File: src/rtl/i2c_tgt_pkg.sv
package i2c_tgt_pkg;
  localparam int I2C_DW = 8;
  localparam int I2C_AW = I2C_DW - 1;

  localparam logic [1:0] RA_CTRL = 2'd0;
  localparam logic [1:0] RA_STAT = 2'd1;
  localparam logic [1:0] RA_ADDR = 2'd2;

  localparam int CB_SRST  = 0;
  localparam int CB_BFREN = 1;
  localparam int CB_STREN = 2;

  typedef enum logic [3:0] {
    ST_IDLE, ST_ADDR, ST_AACK, ST_RX, ST_RACK, ST_RWAIT,
    ST_TX, ST_TACK, ST_TWAIT, ST_SKIP
  } eng_state_t;
endpackage

File: src/rtl/i2c_tgt_sync.sv
module i2c_tgt_sync #(
  parameter int WIDTH  = 3,
  parameter int STAGES = 2
) (
  input  logic             clk,
  input  logic             rst_n,
  input  logic [WIDTH-1:0] d,
  output logic [WIDTH-1:0] q
);
  for (genvar i = 0; i < WIDTH; i++) begin : g_bit
    logic [STAGES-1:0] ff;
    always_ff @(posedge clk or negedge rst_n) begin
      if (!rst_n) ff <= '1;
      else        ff <= {ff[STAGES-2:0], d[i]};
    end
    assign q[i] = ff[STAGES-1];
  end
endmodule

File: src/rtl/i2c_tgt_bfr.sv
module i2c_tgt_bfr #(
  parameter int MIN_LOW = 5
) (
  input  logic clk,
  input  logic rst_n,
  input  logic en,
  input  logic req_n_s,
  output logic hit
);
  localparam int CW = $clog2(MIN_LOW + 1);
  localparam logic [CW-1:0] SAT  = CW'(MIN_LOW);
  localparam logic [CW-1:0] FIRE = CW'(MIN_LOW - 1);

  logic [CW-1:0] run;

  always_ff @(posedge clk or negedge rst_n) begin
    if (!rst_n)                run <= '0;
    else if (!en || req_n_s)   run <= '0;
    else if (run != SAT)       run <= run + 1'b1;
  end

  assign hit = en && !req_n_s && (run == FIRE);

  assert_bfr_once_R7: assert property (@(posedge clk) disable iff (!rst_n)
    hit |=> !hit);
  assert_bfr_low_before_R7: assert property (@(posedge clk) disable iff (!rst_n)
    hit |-> !$past(req_n_s));
endmodule

File: src/rtl/i2c_tgt_regs.sv
module i2c_tgt_regs import i2c_tgt_pkg::*; #(
  parameter logic [I2C_AW-1:0] DEF_ADDR = '0
) (
  input  logic              clk,
  input  logic              rst_n,
  input  logic              wr_en,
  input  logic [1:0]        addr,
  input  logic [7:0]        wdata,
  input  logic              bfr_hit,
  output logic [7:0]        rdata,
  output logic              srst,
  output logic              bfr_en,
  output logic              str_en,
  output logic [I2C_AW-1:0] own_addr,
  output logic              flag
);
  logic ctrl_wr;
  assign ctrl_wr = wr_en && (addr == RA_CTRL);

  always_ff @(posedge clk or negedge rst_n) begin
    if (!rst_n) begin
      srst     <= 1'b0;
      bfr_en   <= 1'b0;
      str_en   <= 1'b0;
      own_addr <= DEF_ADDR;
      flag     <= 1'b0;
    end else begin
      if (ctrl_wr) begin
        srst   <= wdata[CB_SRST];
        bfr_en <= wdata[CB_SRST] ? 1'b0 : wdata[CB_BFREN];
        str_en <= wdata[CB_SRST] ? 1'b0 : wdata[CB_STREN];
      end else if (srst) begin
        bfr_en <= 1'b0;
        str_en <= 1'b0;
      end
      if (wr_en && addr == RA_ADDR) own_addr <= wdata[I2C_AW-1:0];
      if (bfr_hit)                                   flag <= 1'b1;
      else if (wr_en && addr == RA_STAT && wdata[0]) flag <= 1'b0;
    end
  end

  always_comb begin
    case (addr)
      RA_CTRL: rdata = {5'b0, str_en, bfr_en, srst};
      RA_STAT: rdata = {7'b0, flag};
      RA_ADDR: rdata = {{(8-I2C_AW){1'b0}}, own_addr};
      default: rdata = 8'h00;
    endcase
  end

  assert_srst_clears_R10: assert property (@(posedge clk) disable iff (!rst_n)
    (srst && !ctrl_wr) |=> (!bfr_en && !str_en));
endmodule

File: src/rtl/i2c_tgt_engine.sv
module i2c_tgt_engine import i2c_tgt_pkg::*; (
  input  logic              clk,
  input  logic              rst_n,
  input  logic              clr,
  input  logic              str_en,
  input  logic [I2C_AW-1:0] own_addr,
  input  logic              scl_s,
  input  logic              sda_s,
  output logic              scl_oe,
  output logic              sda_oe,
  output logic              rx_valid,
  input  logic              rx_ready,
  output logic [I2C_DW-1:0] rx_data,
  input  logic              tx_valid,
  output logic              tx_ready,
  input  logic [I2C_DW-1:0] tx_data
);
  localparam int CW = $clog2(I2C_DW);
  localparam logic [CW-1:0] LAST = CW'(I2C_DW - 1);

  eng_state_t        st;
  logic [CW-1:0]     cnt;
  logic [I2C_DW-1:0] sh;
  logic              scl_q, sda_q, rw, mack, got8;
  logic              start_c, stop_c, rise, fall, evt, want_tx;

  always_ff @(posedge clk or negedge rst_n) begin
    if (!rst_n) begin
      scl_q <= 1'b1;
      sda_q <= 1'b1;
    end else begin
      scl_q <= scl_s;
      sda_q <= sda_s;
    end
  end

  assign start_c = scl_s && scl_q && sda_q && !sda_s;
  assign stop_c  = scl_s && scl_q && !sda_q && sda_s;
  assign rise    = scl_s && !scl_q;
  assign fall    = !scl_s && scl_q;
  assign evt     = clr || start_c || stop_c;
  assign want_tx = !evt && fall && ((st == ST_AACK && rw) || (st == ST_TACK && mack));
  assign tx_ready = want_tx || (!evt && st == ST_TWAIT);

  always_ff @(posedge clk or negedge rst_n) begin
    if (!rst_n) begin
      st <= ST_IDLE; cnt <= '0; sh <= '0; rw <= 1'b0; mack <= 1'b0; got8 <= 1'b0;
      scl_oe <= 1'b0; sda_oe <= 1'b0; rx_valid <= 1'b0; rx_data <= '0;
    end else begin
      if (rx_valid && rx_ready) rx_valid <= 1'b0;
      if (clr) begin
        st <= ST_IDLE; cnt <= '0; got8 <= 1'b0;
        scl_oe <= 1'b0; sda_oe <= 1'b0; rx_valid <= 1'b0;
      end else if (start_c) begin
        st <= ST_ADDR; cnt <= '0; got8 <= 1'b0; scl_oe <= 1'b0; sda_oe <= 1'b0;
      end else if (stop_c) begin
        st <= ST_IDLE; scl_oe <= 1'b0; sda_oe <= 1'b0;
      end else begin
        case (st)
          ST_ADDR, ST_RX: begin
            if (rise) begin
              sh  <= {sh[I2C_DW-2:0], sda_s};
              cnt <= cnt + 1'b1;
              if (cnt == LAST) got8 <= 1'b1;
            end else if (fall && got8) begin
              got8 <= 1'b0;
              if (st == ST_ADDR) begin
                if (sh[I2C_DW-1:1] == own_addr) begin
                  st <= ST_AACK; rw <= sh[0]; sda_oe <= 1'b1;
                end else begin
                  st <= ST_SKIP;
                end
              end else begin
                st <= ST_RACK;
                if (!rx_valid) begin
                  rx_data <= sh; rx_valid <= 1'b1; sda_oe <= 1'b1;
                end
              end
            end
          end
          ST_AACK: if (fall) begin
            sda_oe <= 1'b0;
            if (!rw) st <= ST_RX;
          end
          ST_RACK: if (fall) begin
            sda_oe <= 1'b0;
            if (str_en && rx_valid && !rx_ready) begin
              scl_oe <= 1'b1; st <= ST_RWAIT;
            end else begin
              st <= ST_RX;
            end
          end
          ST_RWAIT: if (!rx_valid) begin
            scl_oe <= 1'b0; st <= ST_RX;
          end
          ST_TX: if (fall) begin
            if (cnt == LAST) begin
              sda_oe <= 1'b0; cnt <= '0; st <= ST_TACK;
            end else begin
              sda_oe <= !sh[I2C_DW-2];
              sh     <= {sh[I2C_DW-2:0], 1'b1};
              cnt    <= cnt + 1'b1;
            end
          end
          ST_TACK: begin
            if (rise) mack <= !sda_s;
            if (fall && !mack) st <= ST_SKIP;
          end
          default: ;
        endcase
        if (tx_ready) begin
          if (tx_valid) begin
            sh <= tx_data; sda_oe <= !tx_data[I2C_DW-1]; cnt <= '0;
            scl_oe <= 1'b0; st <= ST_TX;
          end else if (st != ST_TWAIT) begin
            if (str_en) begin
              scl_oe <= 1'b1; st <= ST_TWAIT;
            end else begin
              sh <= '1; sda_oe <= 1'b0; cnt <= '0; st <= ST_TX;
            end
          end
        end
      end
    end
  end

  // an abort or a held soft reset floats both lines on the next cycle
  assert_clr_floats_R8: assert property (@(posedge clk) disable iff (!rst_n)
    clr |=> (!scl_oe && !sda_oe));
  assert_stretch_needs_en_R6: assert property (@(posedge clk) disable iff (!rst_n)
    $rose(scl_oe) |-> $past(str_en));
  assert_rx_hold_R5: assert property (@(posedge clk) disable iff (!rst_n)
    (rx_valid && !rx_ready && !clr) |=> (rx_valid && $stable(rx_data)));
  assert_tx_sda_stable_R4: assert property (@(posedge clk) disable iff (!rst_n)
    (st == ST_TX && !evt && scl_s && scl_q) |=> $stable(sda_oe));
endmodule

File: src/rtl/i2c_target_ctrl.sv
module i2c_target_ctrl import i2c_tgt_pkg::*; #(
  parameter logic [I2C_AW-1:0] DEF_ADDR    = '0,
  parameter int                MIN_LOW     = 5,
  parameter int                SYNC_STAGES = 2
) (
  input  logic              clk,
  input  logic              rst_n,
  input  logic              reg_wr_en,
  input  logic [1:0]        reg_addr,
  input  logic [7:0]        reg_wdata,
  output logic [7:0]        reg_rdata,
  output logic              irq,
  output logic              rx_valid,
  input  logic              rx_ready,
  output logic [I2C_DW-1:0] rx_data,
  input  logic              tx_valid,
  output logic              tx_ready,
  input  logic [I2C_DW-1:0] tx_data,
  input  logic              scl_i,
  input  logic              sda_i,
  output logic              scl_oe,
  output logic              sda_oe,
  input  logic              bfr_n
);
  logic [2:0]        sync_q;
  logic              srst, bfr_en, str_en, flag, bfr_hit;
  logic [I2C_AW-1:0] own_addr;

  i2c_tgt_sync #(.WIDTH(3), .STAGES(SYNC_STAGES)) u_sync (
    .clk(clk), .rst_n(rst_n), .d({bfr_n, scl_i, sda_i}), .q(sync_q));

  i2c_tgt_bfr #(.MIN_LOW(MIN_LOW)) u_bfr (
    .clk(clk), .rst_n(rst_n), .en(bfr_en), .req_n_s(sync_q[2]), .hit(bfr_hit));

  i2c_tgt_regs #(.DEF_ADDR(DEF_ADDR)) u_regs (
    .clk(clk), .rst_n(rst_n), .wr_en(reg_wr_en), .addr(reg_addr), .wdata(reg_wdata),
    .bfr_hit(bfr_hit), .rdata(reg_rdata), .srst(srst), .bfr_en(bfr_en),
    .str_en(str_en), .own_addr(own_addr), .flag(flag));

  i2c_tgt_engine u_eng (
    .clk(clk), .rst_n(rst_n), .clr(srst || bfr_hit), .str_en(str_en),
    .own_addr(own_addr), .scl_s(sync_q[1]), .sda_s(sync_q[0]),
    .scl_oe(scl_oe), .sda_oe(sda_oe), .rx_valid(rx_valid), .rx_ready(rx_ready),
    .rx_data(rx_data), .tx_valid(tx_valid), .tx_ready(tx_ready), .tx_data(tx_data));

  assign irq = flag;
endmodule

File: config.mk
export PLATFORM = sky130hd
export DESIGN_NAME = i2c_target_ctrl
export DESIGN_NICKNAME = d
export VERILOG_FILES = /design/src/rtl/i2c_tgt_pkg.sv /design/src/rtl/i2c_tgt_sync.sv /design/src/rtl/i2c_tgt_bfr.sv /design/src/rtl/i2c_tgt_regs.sv /design/src/rtl/i2c_tgt_engine.sv /design/src/rtl/i2c_target_ctrl.sv
export SDC_FILE = /design/constraint.sdc
export NUM_CORES = 1
export LEC_CHECK = 0
export BUFFER_PORTS_ARGS = -buffer_cell sky130_fd_sc_hd__clkbuf_2
export CAP_MARGIN = 30
export CORE_MARGIN = 8
export CORE_UTILIZATION = 31
export DETAILED_ROUTE_END_ITERATION = 7
export PLACE_DENSITY = 0.49
export SYNTH_ARGS = -nofsm -noshare
export SYNTH_HDL_FRONTEND = slang
export SYNTH_SLANG_ARGS = --single-unit
File: constraint.sdc
create_clock -name clk -period 1.9 [get_ports clk]
set_input_delay 0.38 -clock clk [delete_from_list [all_inputs] [get_ports clk]]
set_output_delay 0.38 -clock clk [all_outputs]
set_load 0.005 [all_outputs]
### Word level (Yosys, flattened, before mapping)

Cells that the tools add are included.
W data, S select, Z words.

* add/subtract/negate cells: 2
* eq/ne operators: 17
* multiplexer cells: 92
* bitwise logic cells: 6
* reductions and logical operators: 53

Operators with widths (number)
* $mux W4: 18
* $mux W8: 7
* $mux W1: 48
* $mux W3: 13
* $pmux W4 S6: 1
* $logic_and A1 B1 Y1: 23
* $pmux W7 S3: 1
* $eq A4 B3 Y1 const B: 4
* $pmux W8 S2: 1
* $reduce_and A8 Y1: 2
* $logic_not A1 Y1: 11
* $eq A4 B2 Y1 const B: 2
* $eq A7 B7 Y1: 1
* $add A3 B1 Y3 const B: 2
* $eq A3 B3 Y1 const B: 2
* $logic_or A1 B1 Y1: 6
* $not A1 Y1: 6
* $pmux W3 S2: 1
* $reduce_bool A2 Y1: 3
* $reduce_and A5 Y1: 1
* $eq A4 B1 Y1 const B: 1
* $eq A4 B4 Y1 const B: 1
* $ne A4 B2 Y1 const B: 1
* $ne A4 B4 Y1 const B: 1
* other kinds (12): 13

* register bits after elaboration: 51
* bits of input ports: 26
* output and inout port bits: 21
* logic and storage cells: 191

### Depth between registers and ports, before layout

Gate-level depths: netlist (run 1).

* word-level depth: 14
* mapped depth: 9
* depth with buffers taken out: 7

### By module

Synthesis (run 1) repeated with hierarchy kept, for this count alone.

* cells, all modules: 263
* area, all modules: 2834.0 um^2

By module, submodules not included
* i2c_tgt_engine: times used 1, cells each 189, area each 1883.1 um^2, sequential area each 778.2 um^2
* i2c_tgt_regs: times used 1, cells each 44, area each 570.5 um^2, sequential area each 275.3 um^2
* i2c_tgt_bfr: times used 1, cells each 20, area each 193.9 um^2, sequential area each 75.1 um^2
* i2c_tgt_sync: times used 1, cells each 9, area each 180.2 um^2, sequential area each 157.7 um^2
* i2c_target_ctrl: times used 1, cells each 1, area each 6.3 um^2, sequential area each 0.0 um^2

### Worst setup path before layout (run 1)

OpenSTA, ideal clock, no wires.

* kind: register to output
* start point: register u_sync.g_bit[1].ff[1]
* end point: output port tx_ready
* arrival: 1.539 ns
* required time: 1.520 ns
* setup slack: -0.019 ns
* stages on the path, launching flop included: 7
* buffers on the path: 3
* path through: dfstp_2 -> buf_2 -> nand2_1 -> o221ai_1 -> buf_2 -> buf_2 -> nor2_1

* cells in the longest elaborated chain, start to end: 9
* elaborated cells on any way between the ends: 14
* classes of those cells: reduce/logical: 14

RTL lines
* start, declared: RTL line i2c_tgt_sync.sv:11 `logic [STAGES-1:0] ff;`
* start signal, assigned: RTL line i2c_tgt_sync.sv:14 `else ff <= {ff[STAGES-2:0], d[i]};`
* $logic_and A1 B1 Y1: RTL line i2c_tgt_engine.sv:37, i2c_tgt_engine.sv:38
* $logic_and A1 B1 Y1 (2 in a row): RTL line i2c_tgt_engine.sv:37 `assign start_c = scl_s && scl_q && sda_q && !sda_s;`
* $logic_or A1 B1 Y1 (2 in a row): RTL line i2c_tgt_engine.sv:41 `assign evt = clr || start_c || stop_c;`
* $logic_not A1 Y1: RTL line i2c_tgt_engine.sv:42, i2c_tgt_engine.sv:43
* $logic_and A1 B1 Y1 (2 in a row): RTL line i2c_tgt_engine.sv:42 `assign want_tx = !evt && fall && ((st == ST_AACK && rw) || (st == ST_TACK && mack));`
* $logic_or A1 B1 Y1 *: RTL line i2c_tgt_engine.sv:43 `assign tx_ready = want_tx || (!evt && st == ST_TWAIT);`
* end, declared: RTL line i2c_target_ctrl.sv:17 `output logic tx_ready,`

Mark *: on every way between the ends. The rest lies on a longest branch, timed or not.

### Worst setup path in the final report (run 1)

* start point: register u_eng.st[2]
* end point: output port tx_ready

* cells in the longest elaborated chain, start to end: 5
* elaborated cells on any way between the ends: 9
* classes of those cells: eq/ne: 3; reduce/logical: 6

RTL lines
* start, declared: RTL line i2c_tgt_engine.sv:21 `eng_state_t st;`
* start signal, assigned: RTL line i2c_tgt_engine.sv:47 `st <= ST_IDLE; cnt <= '0; sh <= '0; rw <= 1'b0; mack <= 1'b0; got8 <= 1'b0;`
* start signal, assigned: RTL line i2c_tgt_engine.sv:52 `st <= ST_IDLE; cnt <= '0; got8 <= 1'b0;`
* start signal, assigned: RTL line i2c_tgt_engine.sv:55 `st <= ST_ADDR; cnt <= '0; got8 <= 1'b0; scl_oe <= 1'b0; sda_oe <= 1'b0;`
* $eq A4 B2 Y1 or $eq A4 B3 Y1 (tied branches): RTL line i2c_tgt_engine.sv:42
* $logic_and A1 B1 Y1: RTL line i2c_tgt_engine.sv:42
* $logic_or A1 B1 Y1: RTL line i2c_tgt_engine.sv:42
* $logic_and A1 B1 Y1: RTL line i2c_tgt_engine.sv:42
* $logic_or A1 B1 Y1 *: RTL line i2c_tgt_engine.sv:43

Marked as above.

==> results of run 1 <==
[state kept, by name, indices dropped and copies added (netlist names)]
register,cells
u_eng.rx_valid,1
u_eng.rx_data,8
u_eng.rw,1
u_regs.bfr_en,1
u_eng.got8,1
u_eng.scl_q,1
u_eng.scl_oe,1
u_regs.own_addr,7
u_regs.srst,1
u_regs.str_en,1
u_eng.sda_q,1
u_bfr.run,3
u_eng.cnt,3
u_eng.sda_oe,1
u_sync.g_bit.ff,6
u_eng.sh,8
u_eng.st,4
u_regs.flag,1
u_eng.mack,1
[cells in the final DEF, fill, tap and decap left out, types with 3 or more instances in the layout]
cell | Yosys | routed
o21ai_0 | 17 | 17
mux2_4 | 8 | 8
nand2b_1 | 6 | 6
or3_1 | 5 | 5
mux2i_1 | 4 | 4
nand3_1 | 7 | 7
nor2b_1 | 6 | 5
and2_1 | 4 | 4
dfstp_2 | 8 | 8
nand4_1 | 5 | 5
buf_6 | 2 | 4
a221oi_1 | 4 | 3
nor3_1 | 5 | 4
buf_4 | 1 | 49
mux2_2 | 8 | 8
dfrtp_1 | 43 | 43
o221a_2 | 6 | 6
nand2_1 | 16 | 15
clkbuf_8 | 0 | 5
o22ai_1 | 4 | 3
xnor2_1 | 9 | 8
ha_1 | 5 | 5
inv_1 | 13 | 13
a31oi_1 | 6 | 6
a21oi_1 | 4 | 4
nor2_1 | 19 | 18
clkbuf_2 | 0 | 43
nand3b_1 | 4 | 4
[kinds of logic after synthesis]
group | count (synthesis)
AO/OA/AOI/OAI | 67
adder cells (fa/ha/maj) | 5
AND/OR/NAND/NOR | 93
buffers and inverters | 25
multiplexers | 20
other | 1
flip-flops | 51
XOR/XNOR | 9
[metal layers]
metal | vias to the layer above | GRT usage
li1 | 1185 | -
met1 | 1223 | 0.180
met2 | 48 | 0.207
met3 | 13 | 0.0260
met4 | 0 | 0.0356
met5 | - | 0
[worst reg2reg max path, cell delays in order, from the launching register on]
cell,delay [ns]
dfrtp_1,0.43
buf_4,0.17
nor4b_4,0.27
nor2_1,0.09
o22ai_1,0.51
a21oi_4,0.16
o221a_2,0.29
[Yosys cell counts, types with 3 or more instances]
master     n  area [um^2]
mux2_2     8         90.1
nand3_1    7         35.0
o21ai_0   17         85.1
a221oi_1   4         35.0
clkbuf_1   4         15.0
o22ai_1    4         25.0
dfstp_2    8          210
nand2b_1   6         37.5
inv_1     13         48.8
xnor2_1    9         78.8
mux2i_1    4         40.0
nor2_1    19         71.3
nand2_1   16         60.1
ha_1       5         62.6
a21oi_1    4         20.0
nor2b_1    6         37.5
a31oi_1    6         37.5
nand4_1    5         31.3
dfrtp_1   43         1080
nand3b_1   4         30.0
mux2_4     8          120
buf_2      5         25.0
nor3b_1    3         22.5
or3_1      5         31.3
and2_1     4         25.0
o221a_2    6         67.6
nor3_1     5         25.0
[metrics by stage]
step	setup TNS, ns	cells	hold slack, ns	utilization	total power, mW
2_1_floorplan	0	271	0.0844	-	1.62
3_3_place_gp	-0.742	458	0.346	0.386	1.87
5_1_grt	-3.37	477	0.0231	0.419	2.70
6_report	-0.896	477	0.00549	0.419	2.54
3_5_place_dp	-0.410	458	0.347	0.386	1.87
4_1_cts	-0.710	471	0.0163	0.409	2.56
[area by class of cell]
class / count / area [um^2] / area share
Multi-Input combinational cell: 195 / 1570 / 0.412
Sequential cell: 51 / 1290 / 0.338
Timing Repair Buffer: 99 / 673 / 0.177
Tap cell: 111 / 139 / 0.0365
Clock buffer: 6 / 72.6 / 0.0191
Inverter: 13 / 48.8 / 0.0128
Clock inverter: 2 / 16.3 / 0.00428
[power by group]
group	switching, mW	internal, mW
combinational	0.252	0.300
clock	0.384	0.266
sequential	0.139	1.20
[repair_timing]
action	4_1_cts	5_1_grt
hold buffers	0	0
endpoints found under the setup margin	19	24
gates resized for setup	14	10
buffers inserted	5	6
pin swaps	4	4
[final timing paths]
check,start,to,slack [ns],cells after the start
setup / recovery,u_eng.st[2],tx_ready,-0.16,6
setup reg to reg,u_eng.st[0],u_eng.sh[3],-0.12,6
hold / removal,rst_n,u_eng.sh[0],0.005,1
min in group clk,bfr_n,u_sync.g_bit[2].ff[0],0.14,1
max in group asynchronous,rst_n,u_eng.scl_q,1.29,2
hold reg to reg,u_sync.g_bit[1].ff[0],u_sync.g_bit[1].ff[1],0.36,0
==> flow_summary_export.csv, run 1 <==
group,metric,value,unit
detailed_routing,detail_route.wl_per_cell,16.9,um
timing,fin_crit,2.06,ns
worst_setup_path,slowest_stage,"dfrtp_1",
timing,skew,0.00642,ns
worst_setup_path,crit_family,"simple AND/OR/NAND/NOR gates",
global_routing,antenna_found_initial,0,
finish,stdcell_area,3800,um^2
die,core,9060,um^2
logic_synthesis,yosys_warnings,0,
detailed_routing,dr.max_layer_used,"met4",
logic_synthesis,ys_ff_latch,51,
logic_synthesis,synth_top_family_by_area,"simple AND/OR/NAND/NOR gates",
timing,worst_pin_slew,0.623,ns
placement,gp_congestion,0.835,
clock_network,clkTransAtPathRegs,0.10,ns
logic_synthesis,yosysSeqAreaShare,0.452,
clock_network,cts_buffer_depth,2,
die,die_width,112,um
timing,setup_ws,-0.159,ns
finish,layout.nets,396,
finish,fillers,898,
power,leakage,1.65,nW
die,initial_core_util,0.314,
placement,port_buffers,44,
worst_setup_path,worst-path-buf-inv,2,
global_routing,grt_pass1_vias,2571,
timing,report.final.slew_viol_count,0,
die,io_pins,47,
detailed_routing,wl_met2,3660,um
global_routing,grt_max_degree,37,
status,outcome,"finished, violations left",
worst_setup_path,path_cells,"or3b_1 -> a21oi_2 -> buf_4 -> nor2_2 -> nor2_1 -> buf_2",
logic_synthesis,synthAdderAreaFrac,0.0220,
timing,rsz0062_at_grt,"true",
detailed_routing,wl,8070,um
placement,place_area,3500,um^2
logic_synthesis,synthesis.nets,302,
global_routing,grt_usage,0.132,
logic_synthesis,synthFlopType,"dfrtp_1",
logic_synthesis,synth_compound_area_frac,0.176,
detailed_routing,drt_iter0_drc,103,
die,num_rows,35,
global_routing,grt_pass1_wl,13400,um
worst_setup_path,arrival,1.68,ns
worst_setup_path,worst_setup_path_end_kind,"output port",
worst_setup_path,crit_required,1.52,ns
detailed_routing,antenna_left,0,
logic_synthesis,ys_types,62,
finish,syn_to_final_growth,33.6,%
status,violations,"setup timing",
logic_synthesis,synth.avg_cell_area,10.5,um^2
placement,dp_hpwl,6030,um
logic_synthesis,syn_inst,271,
logic_synthesis,synth_edf_count,0,
timing,hold_violations,0,
logic_synthesis,synth_xor_area_frac,0.0277,
timing,fin_crit_sh,1.08,
die,die_h,112,um
worst_setup_path,critPathLaunchType,"flip-flop",
die,die_area,12500,um^2
global_routing,grt-ovfl-total,0,
timing,fmax,0.486,GHz
detailed_routing,drc,0,
worst_setup_path,crit_type,"flip-flop to output port",
clock_network,cts_tree,"built",
logic_synthesis,muxShareOfSynthArea,0.0880,
power,ir_drop,440,uV
worst_hold_path,hp-class,"input pin to asynchronous set/reset pin",
clock_network,cts_root_buffer,"clkbuf_8",
logic_synthesis,async_reset_ff_frac,1.00,
clock_network,clk_latency,0.31,ns
detailed_routing,drt-pass1-iter-count,4,
clock_network,htreeDepth,2,
clock_network,cts_sinks,51,
detailed_routing,vias,2469,
timing,max-slew-margin-rel,0.585,
run,drv_cap,0,
timing,setup_viol,10,
finish,drive_above_1_share,0.443,
power,powerDensity,669,nW/um^2
worst_setup_path,critPathMaxStageDelay,0.44,ns
logic_synthesis,syn-cell-area,2850,um^2
detailed_routing,wl_met3,240,um
logic_synthesis,synthSimpleGateAreaFrac,0.191,
detailed_routing,viasPerCell,5.18,
clock_network,cts_made_buffers,5,
worst_setup_path,critPathMaxFanout,5,
detailed_routing,met1_length,4030,um
finish,antenna_cells,0,
placement,pre_cts_slack,-0.0611,ns
Power figures use the tool's default switching activity.
==> run 2, diff against run 1 <==
- ABC_AREA: not set -> 1
- PLACE_DENSITY: 0.49 -> 0.48
==> run 2 against run 1 <==
  * Critical endpoint unchanged
  * Largest power group unchanged
  * Utilization down 2.1 points
  * Clock skew increased by 0.0025 ns
  * Fmax increased by 9.9%
  * Register-to-register slack improved by 0.24 ns
  * Synthesized area up 7.7%
  * The run now ends clean
  * Worst setup slack improved by 0.19 ns
  * Cell count increased by 32%
  * Die area increased by 6.6%
  * Wire length up 2.3%
==> flow_summary_export.csv, run 2 <==
group,metric,value,unit
timing,report.final.slew_viol_count,0,
power,pwr-share-clk,0.264,
timing,rsz0062_at_grt,"true",
power,finalPower,2.59,mW
finish,antenna_cells,0,
worst_setup_path,arrival,1.49,ns
clock_network,cts_tree,"built",
detailed_routing,viasPerCell,4.57,
logic_synthesis,synth_top_cells_by_count,"nand2_1, inv_1, nor2_1",
power,switching_share,0.346,
detailed_routing,antenna_left,0,
die,io_pins,47,
detailed_routing,drt_iter0_drc,107,
clock_network,cts_made_buffers,5,
global_routing,grt_pass1_wl,14300,um
power,powerDensity,670,nW/um^2
logic_synthesis,synthMostInstantiatedCell,"nand2_1",
worst_hold_path,hp-class,"input pin to flip-flop",
worst_setup_path,worst_setup_path_end_kind,"output port",
detailed_routing,wl,8250,um
finish,postLayoutCoreUtil,0.398,
logic_synthesis,yosys_warnings,0,
clock_network,cts_root_buffer,"clkbuf_8",
power,leakage,2.01,nW
clock_network,cts_buffer_depth,2,
global_routing,antenna_found_initial,0,
logic_synthesis,ys_types,33,
detailed_routing,detail_route.wl_per_cell,13.1,um
placement,place_area,3470,um^2
timing,fin_crit,1.87,ns
placement,dp_hpwl,6350,um
clock_network,clkTransAtPathRegs,0.11,ns
finish,reg_top3,"u_eng.rx_data: 8 flops, u_eng.sh: 8 flops, u_regs.own_addr: 7 flops",
detailed_routing,drc,0,
logic_synthesis,synth_area_leaders,"dfrtp_1, nand2_1, dfstp_2",
power,pwr-share-seq,0.495,
power,p_comb_frac,0.242,
global_routing,grt_pass1_vias,2949,
logic_synthesis,synthFlopType,"dfrtp_1",
finish,layout_commonest_cell,"nand2_1",
run,drv_cap,0,
global_routing,grt-ovfl-total,0,
die,die_h,115,um
timing,setup_viol,0,
worst_setup_path,critPathLaunchType,"flip-flop",
finish,stdcell_area,3860,um^2
worst_setup_path,critPathMaxFanout,4,
logic_synthesis,synth.avg_cell_area,7.33,um^2
die,num_rows,36,
power,ir_drop,322,uV
global_routing,grt_max_degree,30,
placement,gp_congestion,0.871,
placement,port_buffers,44,
finish,layout.nets,525,
die,die_width,115,um
finish,drive_above_1_share,0.293,
logic_synthesis,ys_ff_latch,51,
logic_synthesis,synthesis.nets,449,
logic_synthesis,synth.top_cell.area_share,0.351,
finish,fillers,1052,
clock_network,htreeDepth,2,
logic_synthesis,yosysSeqAreaShare,0.420,
worst_setup_path,crit_required,1.52,ns
power,p_int,1.69,mW
die,initial_core_util,0.316,
logic_synthesis,synth_edf_count,0,
worst_setup_path,crit_type,"flip-flop to output port",
logic_synthesis,syn-cell-area,3060,um^2
timing,skew,0.00896,ns
finish,final_cell_mix,"nand2_1, inv_1, nor2_1, clkbuf_2, dfrtp_1",
timing,hold_violations,0,
clock_network,clk_latency,0.31,ns
detailed_routing,vias,2870,
logic_synthesis,synth_area_leader_cell,"dfrtp_1",
die,core,9680,um^2
die,die_area,13300,um^2
global_routing,grt_usage,0.134,
status,outcome,"finished clean",
detailed_routing,drt-pass1-iter-count,4,
clock_network,cts_sinks,51,
logic_synthesis,syn_inst,418,
logic_synthesis,async_reset_ff_frac,1.00,
timing,fmax,0.534,GHz
finish,syn_to_final_growth,25.9,%
timing,fin_crit_sh,0.986,
power,p_switching,0.894,mW
-- run 2: cell types whose count changed in the layout (fill, tap and decap cells not counted), sizes merged, moves of 6 or more --
cell	delta
buf	-23
inv	+49
mux2	-16
nand2	+114
nand2b	-6
nand3	+32
nor2	+39
nor2b	-6
o21ai	+18
o221a	-6
xnor2	-9
-- run 2: cell families (layout without fill, tap and decap cells) --
family,Yosys count,after routing,share of synthesized area
simple gates,235,235,0.349
buf+inv,69,146,0.0976
compound gates,57,57,0.112
flops,51,51,0.420
fa+ha+maj,5,5,0.0204
other cells,1,1,0.00122
-- run 2: area by class of cell --
type / instances / area [um^2] / area share
Clock buffer: 5 / 68.8 / 0.0178
Tap cell: 133 / 166 / 0.0431
Timing Repair Buffer: 77 / 509 / 0.132
Sequential cell: 51 / 1290 / 0.334
Clock inverter: 3 / 27.5 / 0.00713
Inverter: 61 / 231 / 0.0600
Multi-Input combinational cell: 298 / 1570 / 0.406
-- run 2: timing repair --
item                       in CTS  in global routing
pin swaps                      13                  7
setup buffers                  20                  4
hold endpoints to repair        6                  0
resized for setup              21                 10
setup endpoints to repair       1                 19
hold buffers                    1                  0
-- run 2: path summary, 6_finish.rpt --
| path | to | slack, ns | cells after the start | start |
|---|---|---|---|---|
| worst max-delay path | tx_ready | 0.03 | 9 | u_eng.st[2] |
| worst min-delay path | u_sync.g_bit[2].ff[0] | 0.13 | 1 | bfr_n |
| worst max register to register | u_eng.sh[7] | 0.12 | 11 | u_sync.g_bit[2].ff[1] |
| worst min register to register | u_sync.g_bit[2].ff[1] | 0.36 | 0 | u_sync.g_bit[2].ff[0] |
| max in group asynchronous | u_sync.g_bit[0].ff[0] | 0.90 | 3 | rst_n |
| min in group asynchronous | u_eng.rx_data[4] | 0.44 | 2 | rst_n |
-- run 2: worst max-delay path, stage by stage (launching register included) --
cell,delay (ns)
dfrtp_1,0.45
inv_2,0.09
nor2_4,0.12
nand3_1,0.09
nand2_2,0.09
nand2_2,0.07
nand2_4,0.09
nand2_8,0.06
inv_4,0.05
buf_6,0.08
-- run 2: layer usage --
layer / track usage / wire (um) / up-vias
met4: 0.0429 / 133 / 0
met3: 0.0281 / 385 / 10
met1: 0.176 / 3940 / 1320
met5: 0 / 0 / -
met2: 0.215 / 3790 / 70
li1: - / - / 1470
-- run 2: metrics by stage --
| stage | worst slack (ns) | setup TNS [ns] | std cells | hold WS, ns |
|---|---|---|---|---|
| finish | 0.0271 | 0 | 628 | 0.134 |
| floorplan | 0.264 | 0 | 418 | 0.0844 |
| CTS | -0.00655 | -0.00655 | 624 | 0.120 |
| global placement | 0.0890 | 0 | 595 | 0.247 |
| global route | -0.0492 | -0.0495 | 628 | 0.109 |
| detailed placement | 0.0530 | 0 | 595 | 0.249 |
-- run 2: power by group through the flow --
stage,Clock [mW],Combinational [mW],Sequential [mW]
global placement,0,0.580,1.30
CTS,0.706,0.624,1.28
finish,0.682,0.625,1.28
detailed placement,0,0.581,1.30
floorplan,0,0.408,1.27
global route,0.748,0.726,1.30
